$ cat src/rtl/cnt_pkg.sv
package cnt_pkg;
  typedef enum logic [1:0] {
    OP_HOLD  = 2'd0,
    OP_INC   = 2'd1,
    OP_LOAD  = 2'd2,
    OP_CLEAR = 2'd3
  } cnt_op_e;
endpackage

$ cat src/rtl/cnt_ctrl.sv
module cnt_ctrl
  import cnt_pkg::*;
(
  input  logic    clr_ni,
  input  logic    load_ni,
  input  logic    en_p_i,
  input  logic    en_t_i,
  output cnt_op_e op_o
);
  // fixed priority: clear > load > count > hold
  always_comb begin
    if (!clr_ni)                op_o = OP_CLEAR;
    else if (!load_ni)          op_o = OP_LOAD;
    else if (en_p_i && en_t_i)  op_o = OP_INC;
    else                        op_o = OP_HOLD;
  end
endmodule

$ cat src/rtl/cnt_reg.sv
module cnt_reg
  import cnt_pkg::*;
#(
  parameter int WIDTH = 4
) (
  input  logic             clk_i,
  input  logic             rst_ni,
  input  cnt_op_e          op_i,
  input  logic [WIDTH-1:0] data_i,
  output logic [WIDTH-1:0] q_o
);
  logic [WIDTH-1:0] q_q;
  logic [WIDTH:0]   carry;

  // look-ahead carry: bit k toggles when all lower bits are ones
  assign carry[0] = 1'b1;
  for (genvar k = 0; k < WIDTH; k++) begin : g_carry
    assign carry[k+1] = carry[k] & q_q[k];
  end

  for (genvar k = 0; k < WIDTH; k++) begin : g_bit
    always_ff @(posedge clk_i or negedge rst_ni) begin
      if (!rst_ni) begin
        q_q[k] <= 1'b0;
      end else begin
        unique case (op_i)
          OP_CLEAR: q_q[k] <= 1'b0;
          OP_LOAD:  q_q[k] <= data_i[k];
          OP_INC:   q_q[k] <= q_q[k] ^ carry[k];
          default:  q_q[k] <= q_q[k];
        endcase
      end
    end
  end

  assign q_o = q_q;
endmodule

$ cat src/rtl/cnt_tc.sv
module cnt_tc #(
  parameter int WIDTH = 4
) (
  input  logic [WIDTH-1:0] q_i,
  input  logic             en_t_i,
  output logic             tc_o
);
  assign tc_o = en_t_i & (&q_i);
endmodule

$ cat src/rtl/presettable_counter.sv
module presettable_counter
  import cnt_pkg::*;
#(
  parameter int WIDTH = 4
) (
  input  logic             clk_i,
  input  logic             rst_ni,
  input  logic             clr_ni,
  input  logic             load_ni,
  input  logic [WIDTH-1:0] data_i,
  input  logic             en_p_i,
  input  logic             en_t_i,
  output logic [WIDTH-1:0] count_o,
  output logic             tc_o
);
  cnt_op_e op;

  cnt_ctrl u_ctrl (
    .clr_ni  (clr_ni),
    .load_ni (load_ni),
    .en_p_i  (en_p_i),
    .en_t_i  (en_t_i),
    .op_o    (op)
  );

  cnt_reg #(.WIDTH(WIDTH)) u_reg (
    .clk_i  (clk_i),
    .rst_ni (rst_ni),
    .op_i   (op),
    .data_i (data_i),
    .q_o    (count_o)
  );

  cnt_tc #(.WIDTH(WIDTH)) u_tc (
    .q_i    (count_o),
    .en_t_i (en_t_i),
    .tc_o   (tc_o)
  );
endmodule

$ cat config.mk
export PLATFORM = sky130hd
export DESIGN_NAME = presettable_counter
export DESIGN_NICKNAME = d
export VERILOG_FILES = /design/src/rtl/cnt_pkg.sv /design/src/rtl/cnt_ctrl.sv /design/src/rtl/cnt_reg.sv /design/src/rtl/cnt_tc.sv /design/src/rtl/presettable_counter.sv
export SDC_FILE = /design/constraint.sdc
export NUM_CORES = 1
export LEC_CHECK = 0
export BUFFER_PORTS_ARGS = -buffer_cell sky130_fd_sc_hd__buf_2
export CAP_MARGIN = 20
export CORE_AREA = 4 4 41 43
export DETAILED_ROUTE_END_ITERATION = 10
export DIE_AREA = 0 0 45 47
export GPL_ROUTABILITY_DRIVEN = 0
export PLACE_DENSITY_LB_ADDON = 0.2
export SETUP_SLACK_MARGIN = 0.2
export SYNTH_ARGS = -nofsm -noshare
export SYNTH_HDL_FRONTEND = slang
export SYNTH_SLANG_ARGS = --single-unit
export TNS_END_PERCENT = 100
$ cat constraint.sdc
create_clock -name clk_i -period 1 [get_ports clk_i]
set_input_delay 0.1 -clock clk_i [delete_from_list [all_inputs] [get_ports clk_i]]
set_output_delay 0.1 -clock clk_i [all_outputs]
set_load 0.02 [all_outputs]
==> metrics.md, run 1 <==
| Metric | Value |
|---|---|
| Setup ws final | `-198 ps` |
| Pins over their slew limit | `0` |
| Cell variety after synth | `9` |
| Final wirelength | `607 um` |
| Ports | `15` |
| Critical path type | `reg -> out` |
| Worst Hold Depth | `2` |
| Max reg flops | `4` |
| Number of instances in the synthesized netlist | `21` |
| Violated checks | `setup timing` |
| Global-route congestion overflow total | `0` |
| Number of setup violations in the final report | `5` |
| Sequential area share after synthesis | `between 40% and 50%` |
| Total half-perimeter wirelength after legalization and detailed placement | `roughly 520 um` |
| Antenna violation net count after detailed routing | `0` |
| Ys Warns | `0` |
| Largest cells by area after synthesis | `sky130_fd_sc_hd__dfrtp_1, sky130_fd_sc_hd__ha_1, sky130_fd_sc_hd__a21oi_1` |
| Number of antenna violations at the first check in global routing | `0` |
| Placed instance count | `52` |
| Wirelength per Cell | `10.3 um` |
| Kind of end point of the critical path | `output pin` |
| Maximum clock skew at final layout | `between 10 and 15 ps` |
| Kind of start point of the critical path | `register` |
| Die boundary width | `45 um` |
| Share of post-route cells with drive strength above 1 | `68.2%` |
| Vias | `241` |
| Die height | `47 um` |
| Cell type with the largest total area after synthesis | `sky130_fd_sc_hd__dfrtp_1` |
| Critical Path Max Stage Delay | `420 ps` |
| Time the final worst path needs with I/O delays and setup | `1200 ps` |
| PwrDens | `1200 mW/mm2` |
| Site Rows | `13` |
| Area added between synthesis and finish | `106%` |
| Initial DRT Pass Iterations | `3` |
| CP Cell Sequence | `ha_4 > and4_4 > buf_6` |
| Wire length of the first global-routing pass | `~970 um` |
| Overall global routing resource usage | `6.49%` |
| Unrepaired setup endpoints after global routing | `true` |
| # diodes | `0` |
| Critical path fanouts, max | `2` |
| Worst-Margin Slew | `between 100 and 150 ps` |
| Fillers | `around 140` |
| Area of the mapped netlist | `roughly 220 um2` |
| Via count of the first global-routing pass | `269` |
| Master cell of the clock root buffer | `sky130_fd_sc_hd__clkbuf_4` |
| H-tree levels | `1` |
| Arrival time of data at the critical path endpoint | `1100 ps` |
| Cell leakage power | `0.212 nW` |
| Flop2flop setup slack | `-170 ps` |
| Skew-Pair Late Insertion Delay | `240 ps` |
| Number of buffers added by the clock tree synthesis step | `3` |
| Number of nets in the layout | `57` |
| Count of endpoints failing hold in the final timing report | `0` |
| Worst path required time | `900 ps` |
| Number of non-filler instances in the completed layout | `59` |
| Max-capacitance violation count | `0` |
| Commonest cells after routing, fill and taps aside | `sky130_fd_sc_hd__buf_2, sky130_fd_sc_hd__buf_6, sky130_fd_sc_hd__o21ai_0, sky130_fd_sc_hd__a21oi_1` |
| Remaining design rule violation count | `0` |
| Pin count of the biggest net entering global routing | `9` |
| Core area | `0.00130 mm2` |
| Fmax achieved | `roughly 830 MHz` |
| Most frequent standard cell in the layout excluding fill and tap cells | `sky130_fd_sc_hd__buf_2` |
| Library cell contributing the largest single delay on the critical path | `sky130_fd_sc_hd__dfrtp_2` |
| Number of storage elements in the synthesis netlist | `4` |
| Maximum buffer depth of the clock tree | `2` |
| Worst vdd rail ir drop | `494 uV` |
| Proportion of netlist area held by the largest area contributor | `between 40% and 50%` |
| Classification of the worst-slack hold path | `in -> reg` |
| Mean Syn Cell Area | `10.7 um2` |
| Port Buffer Count | `14` |
| Final critical-path share of the clock period | `120%` |
| Worst Reg-to-Reg Cells | `5` |
| Clock slew at the register clock pins of the worst setup and hold paths | `40 ps` |
| Final standard cell utilization of the core | `35.4%` |
| Starting utilization of the core area | `17.2%` |
| Number of sinks on the clock net | `4` |
| Vias/cell | `4.08` |
| Initial drt markers | `3` |
| Status | `finished, violations left` |
| Area of the die | `between 0.002 and 0.0025 mm2` |
| Sum Neg Setup Slack | `-627 ps` |
| Post-Syn Nets | `33` |
| Placement-stage worst setup slack | `-167 ps` |
| CTS tree | `built` |
| Worst slew slack as a fraction of its limit | `90.8%` |
-- stage by stage --
step	total power (W)	area [um2]	hold WS, ps
global route	0.000599	460	116
global placement	0.000294	360	-93.8
CTS	0.000565	448	101
finish	0.000553	460	113
floorplan	0.000242	256	-196
detailed placement	0.000301	360	-89.1
-- cells by family after synthesis --
family | synth area share [%]
AOI/OAI and AO/OA | 17.9
DFF | 44.7
and+or+nand+nor | 9.50
xor gates and xnor gates | 7.82
muxes | 8.94
adders and majority gates | 11.2
-- per-layer routing --
metal	global-route usage (%)	vias up	routed length, um
li1	-	123	-
met1	6.18	106	242
met2	10.2	12	287
met3	2.68	0	76
met4	7.02	0	0
met5	0	-	0
-- critical path: cells and delay by family (launching register included) --
| kind | cells | cell delay, ps |
|---|---|---|
| and+or+nand+nor | 1 | 140 |
| DFF | 1 | 420 |
| adders and majority gates | 1 | 170 |
| buffers and inverters | 1 | 120 |
-- cell type report --
class | instances | area [um2] | area share (%)
clock buffers | 4 | 26.3 | 5.71
repair buffers | 19 | 149 | 32.3
flip-flops and latches | 4 | 104 | 22.6
multi-input cells | 17 | 163 | 35.3
well taps | 15 | 18.8 | 4.08
-- path summary, 6_finish.rpt --
check                                               from                        to
min in group asynchronous                         rst_ni  u_reg.q_o[0]$_DFFE_PN0P_
worst max register to register  u_reg.q_o[1]$_DFFE_PN0P_  u_reg.q_o[3]$_DFFE_PN0P_
worst min-delay path                             load_ni  u_reg.q_o[1]$_DFFE_PN0P_
worst max-delay path            u_reg.q_o[1]$_DFFE_PN0P_                      tc_o
max in group asynchronous                         rst_ni  u_reg.q_o[2]$_DFFE_PN0P_
worst min register to register  u_reg.q_o[2]$_DFFE_PN0P_  u_reg.q_o[2]$_DFFE_PN0P_
-- timing repair --
item                       in CTS  in global routing
pin swaps                       6                  1
hold endpoints to repair        4                  0
resized for setup              12                  3
setup buffers                   2                  0
hold buffers                    1                  0
setup endpoints to repair       9                  9
-- report_power, final --
part	internal, W	switching (W)	total [W]
Combinational	0.0000802	0.0000615	0.000142
Clock	0.000150	0.0000694	0.000219
Sequential	0.000177	0.0000154	0.000192
-- synth_stat cells --
cell type,instances
sky130_fd_sc_hd__o21ai_0,4
sky130_fd_sc_hd__and4_2,1
sky130_fd_sc_hd__nand3_1,1
sky130_fd_sc_hd__nand2_2,1
sky130_fd_sc_hd__mux2i_1,2
sky130_fd_sc_hd__dfrtp_1,4
sky130_fd_sc_hd__a21oi_1,4
sky130_fd_sc_hd__ha_1,2
sky130_fd_sc_hd__xor2_1,2
Power figures use the tool's default switching activity.
==> run 2: changes to the inputs <==
--- a/config.mk
+++ b/config.mk
@@ -6,7 +6,6 @@
 export NUM_CORES = 1
 export LEC_CHECK = 0
 export BUFFER_PORTS_ARGS = -buffer_cell sky130_fd_sc_hd__buf_2
-export CAP_MARGIN = 20
 export CORE_AREA = 4 4 41 43
 export DETAILED_ROUTE_END_ITERATION = 10
 export DIE_AREA = 0 0 45 47
==> constraint.sdc (replaced) <==
create_clock -name clk_i -period 1 [get_ports clk_i]
set_input_delay 0.15 -clock clk_i [delete_from_list [all_inputs] [get_ports clk_i]]
set_output_delay 0.15 -clock clk_i [all_outputs]
set_load 0.02 [all_outputs]
==> run 2 against run 1 <==
Effect of this change:
- the flow still finishes with violations (setup timing)
- core utilization rose by 0.48 points
- count of clock-buffer cells in the layout is the same
- worst hold slack gained 50 ps
- design area is 1.4% higher
- critical path type unchanged
- largest power group unchanged
==> metrics.md, run 2 (same netlist as run 1, synthesis figures left out) <==
| Metric | Value |
|---|---|
| Status | `finished, violations left` |
| Violated checks | `setup timing` |
| Total Power Consumption | `0.000557 W (+0.64%)` |
| Fmax achieved | `801 MHz (-4.0%)` |
| Multi-input gate area | `163 um2 (unchanged)` |
| Fraction of power consumed by sequential logic | `34.1% (-0.6 points)` |
| H-tree levels | `1 (unchanged)` |
| Die height | `47 um (unchanged)` |
| Placed instance count | `52 (unchanged)` |
| Number of non-filler instances in the completed layout | `60 (+1.7%)` |
| Critical path type | `reg -> out` |
| Port Buffer Count | `14 (unchanged)` |
| Switching fraction of total power | `26.4% (-0.055 points)` |
| Cell leakage power | `0.218 nW (+3.1%)` |
| Critical Path Max Stage Delay | `420 ps (about the same)` |
| Part of the power in the clock network | `39.4% (-0.3 points)` |
| Worst vdd rail ir drop | `494 uV (about the same)` |
| Count of endpoints failing hold in the final timing report | `0 (unchanged)` |
| Time the final worst path needs with I/O delays and setup | `1250 ps (+50.0 ps)` |
| Number of antenna violations at the first check in global routing | `0 (unchanged)` |
| Maximum clock skew at final layout | `10.2 ps (-0.00330 ps)` |
| CP Cell Sequence | `ha_4 > and4_4 > buf_6` |
| Family with the most delay on the worst path | `flip-flops` |
| Worst path required time | `850 ps (-50 ps)` |
| Pin count of the biggest net entering global routing | `9 (unchanged)` |
| Starting utilization of the core area | `17.2% (unchanged)` |
| Worst Hold Margin | `163 ps (+50.0 ps)` |
| Area added between synthesis and finish | `108%` |
| Wire length of the first global-routing pass | `979 um (+1.3%)` |
| Most frequent standard cell in the layout excluding fill and tap cells | `sky130_fd_sc_hd__buf_2` |
| Initial DRT Pass Iterations | `3 (unchanged)` |
| Total half-perimeter wirelength after legalization and detailed placement | `524 um (unchanged)` |
| Worst slew slack as a fraction of its limit | `90.8% (about the same)` |
| Number of setup violations in the final report | `5 (unchanged)` |
| Commonest cells after routing, fill and taps aside | `sky130_fd_sc_hd__buf_2, sky130_fd_sc_hd__buf_6, sky130_fd_sc_hd__o21ai_0, sky130_fd_sc_hd__a21oi_1` |
| Sum Neg Setup Slack | `-775 ps (-148 ps)` |
| Max reg flops | `4 (unchanged)` |
| Clock slew at the register clock pins of the worst setup and hold paths | `40 ps (about the same)` |
| Kind of end point of the critical path | `output pin` |
| Wirelength per Cell | `10.2 um (-0.53%)` |
| Unrepaired setup endpoints after global routing | `true` |
| # diodes | `0 (unchanged)` |
| Skew-Pair Late Insertion Delay | `240 ps (about the same)` |
| Internal power consumption | `0.000410 W (+0.72%)` |
| Setup ws final | `-248 ps (-50.0 ps)` |
| WP buf/inv | `1 (unchanged)` |
| Number of sinks on the clock net | `4 (unchanged)` |
| Initial drt markers | `3 (unchanged)` |
| Via count of the first global-routing pass | `274 (+1.9%)` |
| Vias/cell | `4.08 (about the same)` |
| Ports | `15 (unchanged)` |
| Master cell of the clock root buffer | `sky130_fd_sc_hd__clkbuf_4` |
| PwrDens | `1190 mW/mm2 (-0.70%)` |
| Vias | `245 (+1.7%)` |
| Maximum buffer depth of the clock tree | `2 (unchanged)` |
| Core area | `0.00130 mm2 (unchanged)` |
| Number of buffers added by the clock tree synthesis step | `3 (unchanged)` |
| Critical path fanouts, max | `2 (unchanged)` |
| Combinational power share | `26.5% (+0.9 points)` |
| Antenna violation net count after detailed routing | `0 (unchanged)` |
| Overall global routing resource usage | `6.57% (+0.079 points)` |
| Global-route congestion overflow total | `0 (unchanged)` |
| Max-capacitance violation count | `0 (unchanged)` |
| Final wirelength | `614 um (+1.2%)` |
| Final critical-path share of the clock period | `125% (+5.0 points)` |
| Site Rows | `13 (unchanged)` |
| Fillers | `142 (-0.70%)` |
| Pins over their slew limit | `0 (unchanged)` |
| Area of the die | `0.00212 mm2 (unchanged)` |
| Arrival time of data at the critical path endpoint | `1100 ps (about the same)` |
| Classification of the worst-slack hold path | `in -> reg` |
| Number of nets in the layout | `58 (+1.8%)` |
| Kind of start point of the critical path | `register` |
| Library cell contributing the largest single delay on the critical path | `sky130_fd_sc_hd__dfrtp_2` |
| CTS tree | `built` |
| Net Sw Power | `0.000147 W (+0.44%)` |
| Worst-Margin Slew | `134 ps (+0.00179 ps)` |
| Sequential Area | `103 um2 (-1.2%)` |
| Final standard cell utilization of the core | `35.9% (+0.48 points)` |
| Remaining design rule violation count | `0 (unchanged)` |
| Die boundary width | `45 um (unchanged)` |
| Share of post-route cells with drive strength above 1 | `66.7% (-1.5 points)` |
run 2: cell types whose count changed in the layout (fill, tap and decap cells not counted), sizes merged:
cell,change
buf,+1
run 2: stage by stage:
stage	worst slack [ps]	area, um2
floorplan	-165	256
global placement	-158	360
detailed placement	-167	360
CTS	-261	459
global route	-277	467
finish	-248	467
run 2: final cells by class:
cell class                      instances  share of cell area (%)
Multi-Input combinational cell         17                    34.9
Timing Repair Buffer                   20                    33.5
Sequential cell                         4                    22.0
Clock buffer                            4                    5.63
Tap cell                               15                    4.02
run 2: final timing paths:
path                                           from                       end  slack [ps]  cells after the start
hold reg to reg            u_reg.q_o[2]$_DFFE_PN0P_  u_reg.q_o[2]$_DFFE_PN0P_         660                      2
min in group asynchronous                    rst_ni  u_reg.q_o[0]$_DFFE_PN0P_         250                      2
setup reg to reg           u_reg.q_o[1]$_DFFE_PN0P_  u_reg.q_o[3]$_DFFE_PN0P_        -170                      5
setup / recovery           u_reg.q_o[1]$_DFFE_PN0P_                      tc_o        -250                      3
hold / removal                              load_ni  u_reg.q_o[1]$_DFFE_PN0P_         160                      2
max in group asynchronous                    rst_ni  u_reg.q_o[3]$_DFFE_PN0P_         620                      2
run 2: routing by layer:
| metal | vias up | track usage, % | share of wire, % | wire, um |
|---|---|---|---|---|
| li1 | 125 | - | - | - |
| met1 | 108 | 6.18 | 40 | 245 |
| met2 | 12 | 10.7 | 48 | 293 |
| met3 | 0 | 2.30 | 12 | 76 |
| met4 | 0 | 7.02 | 0 | 0 |
| met5 | - | 0 | 0 | 0 |
run 2: worst register-to-register path: cells and delay by family, from the launching register on:
family	cells	cell delay, ps
compound gates	1	90
simple gates	1	60
flops	1	420
xor+xnor	1	150
fa+ha+maj	2	320
run 2: power by group through the flow:
stage	logic, W	clock network [W]	registers (W)
6_report	0.000148	0.000219	0.000190
3_5_place_dp	0.000109	0	0.000192
2_1_floorplan	0.0000344	0	0.000208
4_1_cts	0.000147	0.000234	0.000190
5_1_grt	0.000163	0.000250	0.000191
3_3_place_gp	0.000104	0	0.000191
run 2: what timing repair did:
action	in CTS	in global routing
buffers inserted	3	0
endpoints found under the setup margin	9	9
cloned	0	0
hold endpoints to repair	4	0
pin swaps	6	1
resized for setup	13	1
hold buffers	1	0
